`src/rtl/chksum_accum.sv`:
```
module chksum_accum #(
  parameter int W = 8
) (
  input  logic         clk,
  input  logic         rst,
  input  logic         run_i,
  input  logic         newdata_i,
  input  logic [W-1:0] data_i,
  output logic [W-1:0] result_o,
  output logic         done_o
);

  typedef enum logic {ST_IDLE, ST_ACC} st_t;

  st_t          st_q;
  logic [W-1:0] sum_q, res_q;
  logic [W-1:0] base, sum_d;
  logic         busy, mux_sel, sum_ld, res_ld;

  assign busy    = (st_q == ST_ACC);
  assign mux_sel = newdata_i;
  assign base    = busy ? sum_q : '0;
  assign sum_d   = mux_sel ? base + data_i : '0;
  assign sum_ld  = run_i & (newdata_i | ~busy);
  assign res_ld  = run_i & newdata_i;

  always_ff @(posedge clk) begin
    if (rst) begin
      st_q  <= ST_IDLE;
      sum_q <= '0;
      res_q <= '0;
    end else begin
      st_q <= run_i ? ST_ACC : ST_IDLE;
      if (sum_ld) sum_q <= sum_d;
      if (res_ld) res_q <= sum_d;
    end
  end

  assign result_o = res_q;
  assign done_o   = (st_q == ST_IDLE);

endmodule

```
`config.mk`:
```
export PLATFORM = sky130hd
export DESIGN_NAME = chksum_accum
export DESIGN_NICKNAME = d
export VERILOG_FILES = /design/src/rtl/chksum_accum.sv
export SDC_FILE = /design/constraint.sdc
export NUM_CORES = 1
export LEC_CHECK = 0
export ABC_AREA = 1
export ABC_CLOCK_PERIOD_IN_PS = 2500
export BUFFER_PORTS_ARGS = -buffer_cell sky130_fd_sc_hd__buf_2
export CORE_ASPECT_RATIO = 1.25
export CORE_UTILIZATION = 53
export DETAILED_ROUTE_END_ITERATION = 16
export MAX_ROUTING_LAYER = met4
export PLACE_DENSITY = 0.77
export SYNTH_ARGS = -nofsm -noshare
export SYNTH_HDL_FRONTEND = slang
export SYNTH_SLANG_ARGS = --single-unit
export TNS_END_PERCENT = 1
```
`constraint.sdc`:
```
create_clock -name clk -period 2.5 [get_ports clk]
set_clock_uncertainty 0.15 [all_clocks]
set_input_delay 0.5 -clock clk [delete_from_list [all_inputs] [get_ports clk]]
set_output_delay 0.5 -clock clk [all_outputs]
set_load 0.02 [all_outputs]
```
# Word-level counts from Yosys, hierarchy flattened
# Index checks and enable logic that the tools add are counted.
word_totals:
  regBits: 17
  inputBits: 12
  out_inout_bits: 9
  elab_cells: 11
classes:
  n_mux: 3
  n_bitwise: 4
  n_addsub: 1
ops:
  columns: ["cell", "count"]
  rows:
  - ["$mux 8", 2]
  - ["$add 8x8->8", 1]
  - ["$and 1x1->1", 2]
  - ["$mux 1", 1]
  - ["$not 1->1", 1]
  - ["$or 1x1->1", 1]

# Depth between registers and ports, before layout
# Gate-level depths: netlist (run 1).
logic_depth:
  ltp_word: 3
  depth_mapped: 12
  ltp_nobuf: 11

# Worst setup path before layout (run 1)
# OpenSTA, ideal clock, no wires.
synth_path:
  path_kind: "input port to flip-flop"
  from: "in data_i[0]"
  to: "reg res_q[4], in the netlist result_o[4]"
  setup_slack_ns: 0.634
  arrival_ns: 1.596
  required_ns: 2.230
  path_buffers: 0
  stages: 7
  setup_time_ns: 0.120
  path_cell_list: "ha_1 > fa_1 > nand3_1 > nand2_1 > or2_1 > nand3_1 > a21oi_1"
synth_via:
  elab_chain_len: 2
synth_rtl:
  columns: ["item", "line", "text"]
  rows:
  - ["start: declaration", "8", "input logic [W-1:0] data_i,"]
  - ["$add 8x8->8", "23", "assign sum_d = mux_sel ? base + data_i : '0;"]
  - ["$mux 8", "23", null]
  - ["end signal: assignment", "35", "if (res_ld) res_q <= sum_d;"]
  - ["end: declaration", "16", "logic [W-1:0] sum_q, res_q;"]
# Every way passes these cells.
# A chain may end at the register's enable or synchronous reset.

# Worst setup path in the final report (run 1)
layout_path:
  from: "reg st_q, in the netlist busy"
  to: "reg res_q[4], in the netlist result_o[4]"
layout_via:
  elab_chain_len: 3
layout_rtl:
  columns: ["item", "line", "text"]
  rows:
  - ["start: declaration", "15", "st_t st_q;"]
  - ["start signal: assignment", "33", "st_q <= run_i ? ST_ACC : ST_IDLE;"]
  - ["$mux 8", "22", "assign base = busy ? sum_q : '0;"]
  - ["$add 8x8->8", "23", null]
  - ["$mux 8", "23", null]
# Every way passes these cells.

==> flow_summary.rst, run 1 <==
.. list-table::
   :header-rows: 1

   * - Metric
     - Value
   * - Weighted congestion reported at the end of routability-driven placement
     - 0.822
   * - Die Width
     - between 40 and 50 um
   * - Part of the power in combinational logic
     - 0.214
   * - Net switching power of the design
     - approximately 0.19 mW
   * - Die boundary height
     - about 52 um
   * - Worst hold slack
     - 0.225 ns
   * - Worst setup SP type
     - flip-flop
   * - Data required, critical path
     - 2.55 ns
   * - Number of antenna violations at the first check in global routing
     - 0
   * - Core area
     - about 1800 um2
   * - Via total after detailed routing
     - 953
   * - Count of buffers added by post-CTS timing repair for setup
     - 0
   * - Startpoint of the worst hold path
     - rst
   * - Total internal power
     - 0.396 mW
   * - Routed len/inst
     - between 10 and 15 um
   * - Fin. max-slew vios
     - 0
   * - Cell at the root of the clock tree
     - clkbuf_4
   * - Clock share of power
     - 0.269
   * - Number of nets in the synthesized netlist
     - 158
   * - Crit path capture type
     - flip-flop
   * - Global-route wire length before repair
     - about 3.7 mm
   * - Xor/xnor cell area share of the yosys netlist
     - 0
   * - Most common library cells after synthesis
     - 30 x nand2_1, 18 x inv_1, 17 x dfxtp_1
   * - RSZ-0062 raised after global routing
     - false
   * - Max-Slew Margin vs Limit
     - 0.700
   * - Clock slew seen by the registers of the worst setup and hold paths
     - about 0.11 ns
   * - Half-perimeter wire length of the detailed placement result
     - 1.64 mm
   * - Clock Tree Buf Depth
     - 2
   * - Adder-cell area share of the yosys netlist
     - 0.101
   * - First-pass DRT Iterations
     - 4
   * - Launch point of the critical path
     - busy
   * - TritonCTS clock tree
     - done
   * - Post-synth EDFFs
     - 0
   * - Top cell type by total area after synthesis
     - dfxtp_1
   * - Fin crit period
     - 2.06 ns
   * - Largest net degree at the start of global routing
     - 15
   * - Portion of the post-synthesis area used by sequential elements
     - 0.320
   * - Via count of the first global-routing pass
     - 949
   * - Worst reg2reg path startpoint
     - busy
   * - H-tree depth reported by CTS
     - 1
   * - Static leakage power
     - 0.641 nW
   * - Multi-input combinational cell area
     - approximately 590 um2
   * - Most common cell in the netlist
     - nand2_1
   * - Count of nets after finishing
     - 179
   * - Post-Syn Area
     - 1060 um2
   * - Register share of total power
     - 0.518
   * - Total congestion overflow after global routing
     - 0
   * - Async set-reset flop share out of synthesis
     - 0
   * - Result of the run
     - complete, no violations
   * - Gates resized, CTS repair
     - 0
   * - Unique masters post-synth
     - 24
   * - Slew @ Worst Pin
     - 0.450 ns
   * - Cell types with the largest area share after synthesis
     - dfxtp_1 32%, nand2_1 11%, ha_1 8.2%
   * - Number of buffers inserted during clock tree synthesis
     - 3
   * - Footprint of the flip-flops and latches
     - 340 um2
   * - # fillers
     - roughly 170
   * - Count of routing violations after the opening detailed-route iteration
     - 13
   * - Final-report hold violation count
     - 0
   * - Maximum fanout count along the critical path
     - 10
   * - Layout overhead on the synthesized area
     - 9.17%
   * - Number of cells produced by synthesis
     - 138
   * - Syn avg cell area
     - 7.72 um2
   * - Diodes inserted
     - 0
   * - Share of synthesized area spent on multiplexers
     - 0
   * - Sink count of the clock tree
     - 17
   * - Arrival @ worst endpoint
     - 2.11 ns
   * - Post-synthesis simple-gate area fraction
     - 0.266
   * - Starting utilization of the core area
     - 0.582
   * - Total power per unit cell area
     - 503 nW/um2
   * - CP Class
     - flip-flop to flip-flop
   * - IR drop worst, VDD
     - 395 uV
   * - Share of the synthesized area in the top cell type
     - 0.320
   * - Total of warnings raised by yosys
     - 0
   * - Wire length reported by the detailed router
     - 2.12 mm
   * - Post-route fraction of the period consumed by the critical path
     - 0.825
   * - Final setup viols
     - 0
   * - Total routing resource utilization after global routing
     - 0.231
   * - Worst Hold Class
     - primary input to flip-flop
   * - Combinational family with the most area after synthesis
     - simple AND/OR/NAND/NOR gates
   * - Post-synthesis register bit count
     - 17
   * - Final core occ
     - 0.635
   * - Input/output buffers
     - 20
   * - Layout cell share with drive strength beyond 1
     - 0.304
   * - Final antenna-violating net count
     - 0
   * - Primary FF master, synth
     - dfxtp_1
   * - Clock Latency Late Sink
     - around 0.3 ns
   * - MaxCap Viol Count
     - 0
   * - Die ar.
     - 2190 um2
   * - Hold buffers post-CTS
     - 0
   * - Final TNS setup
     - 0 ns
   * - Total number of placement rows
     - 17
   * - Number of top-level pins
     - 21
   * - Highest Clock Rate
     - 485 MHz
   * - Compound-Gate Fraction of Synth Area
     - 0.192
   * - Vias per cell
     - approximately 5.4
   * - Post-detailed-route DRC marker count
     - 0
   * - Share of total power consumed by net switching
     - 0.323
-- kinds of logic after synthesis --
logic type | count (synthesis)
adders and majority gates | 8
buffers and inverters | 24
and+or+nand+nor | 58
AOI/OAI and AO/OA | 31
DFF | 17
-- metal layers --
| metal | share of wire | track usage |
|---|---|---|
| met4 | 0.029 | 0.130 |
| met2 | 0.51 | 0.440 |
| met3 | 0.027 | 0.0243 |
| met1 | 0.43 | 0.227 |
| met5 | 0 | - |
-- power groups by stage --
stage / clock network [mW] / logic (mW) / registers, mW
after detailed placement: 0 / 0.126 / 0.308
after global placement: 0 / 0.123 / 0.307
final: 0.157 / 0.125 / 0.303
after global routing: 0.172 / 0.141 / 0.305
after floorplan: 0 / 0.0920 / 0.314
after CTS: 0.159 / 0.126 / 0.302
-- area by class of cell --
| class | count | share of cell area |
|---|---|---|
| Tap cell | 19 | 0.0205 |
| Sequential cell | 17 | 0.293 |
| Inverter | 20 | 0.0657 |
| Clock buffer | 3 | 0.0194 |
| Multi-Input combinational cell | 97 | 0.511 |
| Timing Repair Buffer | 20 | 0.0861 |
| Clock inverter | 1 | 0.00431 |
-- critical path: stages, from the launching register on --
cell and delay (ns):
dfxtp_1 0.46, nand2_1 0.13, inv_1 0.04, ha_1 0.20
fa_1 0.42, nand3_1 0.09, nand2_1 0.09, or2_1 0.21
nand3_1 0.10, a21oi_1 0.07
-- registers in the layout, indices dropped and copies added, names as in the netlist --
name	count
busy	1
sum_q	8
result_o	8
-- final timing paths --
| path | endpoint | slack, ns | cells after the start |
|---|---|---|---|
| setup / recovery | result_o[4] | 0.44 | 9 |
| hold / removal | result_o[1] | 0.23 | 2 |
| setup reg to reg | result_o[4] | 0.44 | 9 |
| hold reg to reg | result_o[7] | 0.33 | 2 |
-- metrics by stage --
step / power [mW] / worst slack [ns] / instances / cell area [um2]
after floorplan: 0.406 / 0.634 / 138 / 1060
after global placement: 0.430 / 0.473 / 173 / 1130
after detailed placement: 0.434 / 0.431 / 173 / 1130
after CTS: 0.588 / 0.443 / 177 / 1160
after global routing: 0.617 / 0.314 / 177 / 1160
final: 0.585 / 0.438 / 177 / 1160
-- cells in the final DEF (no fill, tap or decap), types with 3 or more instances in the layout --
master    instances
o21ai_1           3
a21oi_2           9
ha_1              7
buf_2            20
nand2_4           3
inv_1            18
a21oi_1           9
nor2_1            4
nand2_1          30
nand3_1          12
nand2_2           4
o21ai_0           6
dfxtp_1          17
clkbuf_4          3
o21ai_2           4
Power figures use the tool's default switching activity.
==> run 2: changes to the inputs <==
ABC_CLOCK_PERIOD_IN_PS = 1790   (was 2500)
CORE_UTILIZATION = 48   (was 53)
PLACE_DENSITY = 0.74   (was 0.77)
clock period = 1.79 ns   (was 2.5 ns; I/O delays follow)
==> run 2 against run 1 <==
The flow now finishes with violations (setup timing); first-iteration DRC count shrank 15%; die area grew 10%; utilization grew 2.1 points; design area grew 15%; register-to-register slack lost 0.44 ns; fmax grew 15%; worst setup slack lost 0.44 ns; final cell count grew 4.5%; non-clock buffer count grew 7; clock power grew 36%; count of clock-buffer cells in the layout grew 1; via count grew 2.0%; largest power group unchanged.
==> flow_summary.rst, run 2 (synthesis gave the netlist of run 1 again) <==
.. list-table::
   :header-rows: 1

   * - Metric
     - Value
   * - Wire length reported by the detailed router
     - 2.32 mm (+9.6%)
   * - Result of the run
     - finished, violations left
   * - Slew @ Worst Pin
     - 0.443 ns (-0.00676 ns)
   * - Clock share of power
     - 0.251 (-0.018)
   * - Count of routing violations after the opening detailed-route iteration
     - 11 (-2)
   * - Final-report hold violation count
     - 0 (unchanged)
   * - Final setup viols
     - 1 (+1)
   * - Core area
     - 2030 um2 (+11%)
   * - Total power per unit cell area
     - 639 nW/um2 (+27%)
   * - Arrival @ worst endpoint
     - 1.84 ns (-0.27 ns)
   * - Clock Latency Late Sink
     - 0.30 ns (about the same)
   * - Fin. max-slew vios
     - 0 (unchanged)
   * - Clock slew seen by the registers of the worst setup and hold paths
     - 0.10 ns (about the same)
   * - RSZ-0062 raised after global routing
     - true
   * - Diodes inserted
     - 0 (unchanged)
   * - Largest net degree at the start of global routing
     - 15 (unchanged)
   * - First-pass DRT Iterations
     - 4 (unchanged)
   * - Slowest cell on the critical path
     - dfxtp_4
   * - IR drop worst, VDD
     - 706 uV (+79%)
   * - Worst Hold Class
     - primary input to flip-flop
   * - Final antenna-violating net count
     - 0 (unchanged)
   * - Count of buffers added by post-CTS timing repair for setup
     - 0 (unchanged)
   * - Half-perimeter wire length of the detailed placement result
     - 1.71 mm (+4.2%)
   * - Register share of total power
     - 0.495 (-0.023)
   * - Crit path capture type
     - flip-flop
   * - Total routing resource utilization after global routing
     - 0.204 (-0.0269)
   * - Static leakage power
     - 0.675 nW (+5.2%)
   * - Die boundary height
     - 54.7 um (+4.9%)
   * - Via total after detailed routing
     - 972 (+2.0%)
   * - Fin crit period
     - 1.79 ns (-0.271 ns)
   * - Buffer and inverter count on the worst path
     - 1 (unchanged)
   * - Vias per cell
     - 5.25 (-2.4%)
   * - Number of antenna violations at the first check in global routing
     - 0 (unchanged)
   * - Most frequent cells in the layout
     - 26 x nand2_1, 20 x buf_2, 16 x dfxtp_1
   * - Highest Clock Rate
     - 558 MHz (+15%)
   * - TritonCTS clock tree
     - done
   * - Maximum fanout count along the critical path
     - 7 (-3)
   * - Routed len/inst
     - 12.5 um (+4.9%)
   * - Die ar.
     - 2410 um2 (+10%)
   * - Net switching power of the design
     - 0.271 mW (+43%)
   * - Hold buffers post-CTS
     - 0 (unchanged)
   * - Crit path cell chain
     - nand2_2, inv_2, ha_4, fa_2, nand3_2, nand2_2, or2_1, nand3_2, a21oi_1
   * - Share of total power consumed by net switching
     - 0.319 (-0.00438)
   * - Total internal power
     - 0.579 mW (+46%)
   * - Clock Tree Buf Depth
     - 2 (unchanged)
   * - Post-detailed-route DRC marker count
     - 0 (unchanged)
   * - Via count of the first global-routing pass
     - 790 (-17%)
   * - Die Width
     - 44.1 um (+4.8%)
   * - Data required, critical path
     - 1.84 ns (-0.71 ns)
   * - Weighted congestion reported at the end of routability-driven placement
     - 0.837 (+1.9%)
   * - Most common cell after layout, fill and taps aside
     - nand2_1
   * - Sink count of the clock tree
     - 17 (unchanged)
   * - Number of buffers inserted during clock tree synthesis
     - 3 (unchanged)
   * - CP Class
     - flip-flop to flip-flop
   * - # fillers
     - 173 (+0.58%)
   * - Layout overhead on the synthesized area
     - 25.0%
   * - MaxCap Viol Count
     - 0 (unchanged)
   * - Final TNS setup
     - -0.00183 ns (-0.00183 ns)
   * - Failing checks
     - setup timing
   * - Total number of placement rows
     - 18 (+1)
   * - Crit path max-delay family
     - simple AND/OR/NAND/NOR gates
   * - Starting utilization of the core area
     - 0.525 (-0.0568)
   * - Part of the power in combinational logic
     - 0.254 (+0.040)
   * - Input/output buffers
     - 20 (unchanged)
   * - Layout cell share with drive strength beyond 1
     - 0.473 (+0.169)
   * - Number of top-level pins
     - 21 (unchanged)
   * - H-tree depth reported by CTS
     - 1 (unchanged)
   * - Critical Path Max Stage Delay
     - 0.39 ns (-0.07 ns)
   * - Post-route fraction of the period consumed by the critical path
     - 1.00 (+0.176)
   * - Count of nets after finishing
     - 186 (+3.9%)
   * - Max-Slew Margin vs Limit
     - 0.704 (+0.00451)
   * - Fin worst setup slack
     - -0.00183 ns (-0.439 ns)
   * - Cell at the root of the clock tree
     - clkbuf_4
   * - Final total power
     - 0.850 mW (+45%)
   * - Worst setup SP type
     - flip-flop
   * - Total congestion overflow after global routing
     - 0 (unchanged)
   * - Global-route wire length before repair
     - 3.44 mm (-7.4%)
-- run 2: cell types whose count changed in the layout (fill, tap and decap cells not counted), moves of 3 or more --
cell / delta
a21oi_1: -3
a21oi_2: +3
buf_4: +6
ha_1: -5
ha_4: +4
inv_1: -3
inv_2: +3
nand2_1: -4
nand2_2: +4
nand3_1: -6
nand3_2: +6
-- run 2: path summary, 6_finish.rpt --
check | from | end | slack [ns] | cells past startpoint
hold reg to reg | result_o[1] | result_o[1] | 0.33 | 2
hold / removal | rst | result_o[1] | 0.09 | 2
setup / recovery | busy | result_o[4] | -0.002 | 9
setup reg to reg | busy | result_o[4] | -0.002 | 9
-- run 2: stage by stage --
stage               worst slack [ns]  cells  utilization  hold WS, ns  instance area [um2]
floorplan                    0.00141    138            -        0.270                 1070
global placement             -0.0901    181        0.590        0.311                 1200
detailed placement            -0.121    181        0.590        0.316                 1200
CTS                          -0.0730    185        0.627       0.0911                 1270
global route                 -0.0614    185        0.657       0.0967                 1330
finish                      -0.00183    185        0.657       0.0895                 1330
-- run 2: power by group through the flow --
stage	Sequential [mW]	Clock (mW)	Combinational, mW
floorplan	0.439	0	0.130
global placement	0.428	0	0.189
detailed placement	0.429	0	0.194
CTS	0.420	0.214	0.203
global route	0.424	0.231	0.239
finish	0.421	0.214	0.216
-- run 2: repair_timing --
action / 4_1_cts / 5_1_grt
pin swaps: 6 / 6
resized for setup: 11 / 14
endpoints found under the setup margin: 12 / 12
-- run 2: routing by layer --
metal  global-route usage  share of wire  up-vias
li1                     -              -      501
met1                0.217           0.40      446
met2                0.368           0.55       19
met3               0.0495          0.032        6
met4               0.0707          0.018        0
met5                    -              0        -
-- run 2: area by class of cell --
cell class              instances  area [um2]  share of cell area
well taps                      20        25.0              0.0188
multi-input cells              97         703               0.528
repair buffers                 27         156               0.117
flip-flops and latches         17         344               0.258
inverters                      20        76.3              0.0573
clock buffers                   4        26.3              0.0197
-- run 2: worst reg2reg max path: cells and delay by family, from the launching register on --
kind            cells  cell delay, ns
fa+ha+maj           2            0.52
flops               1            0.39
buf+inv             1            0.04
simple gates        5            0.53
compound gates      1            0.07
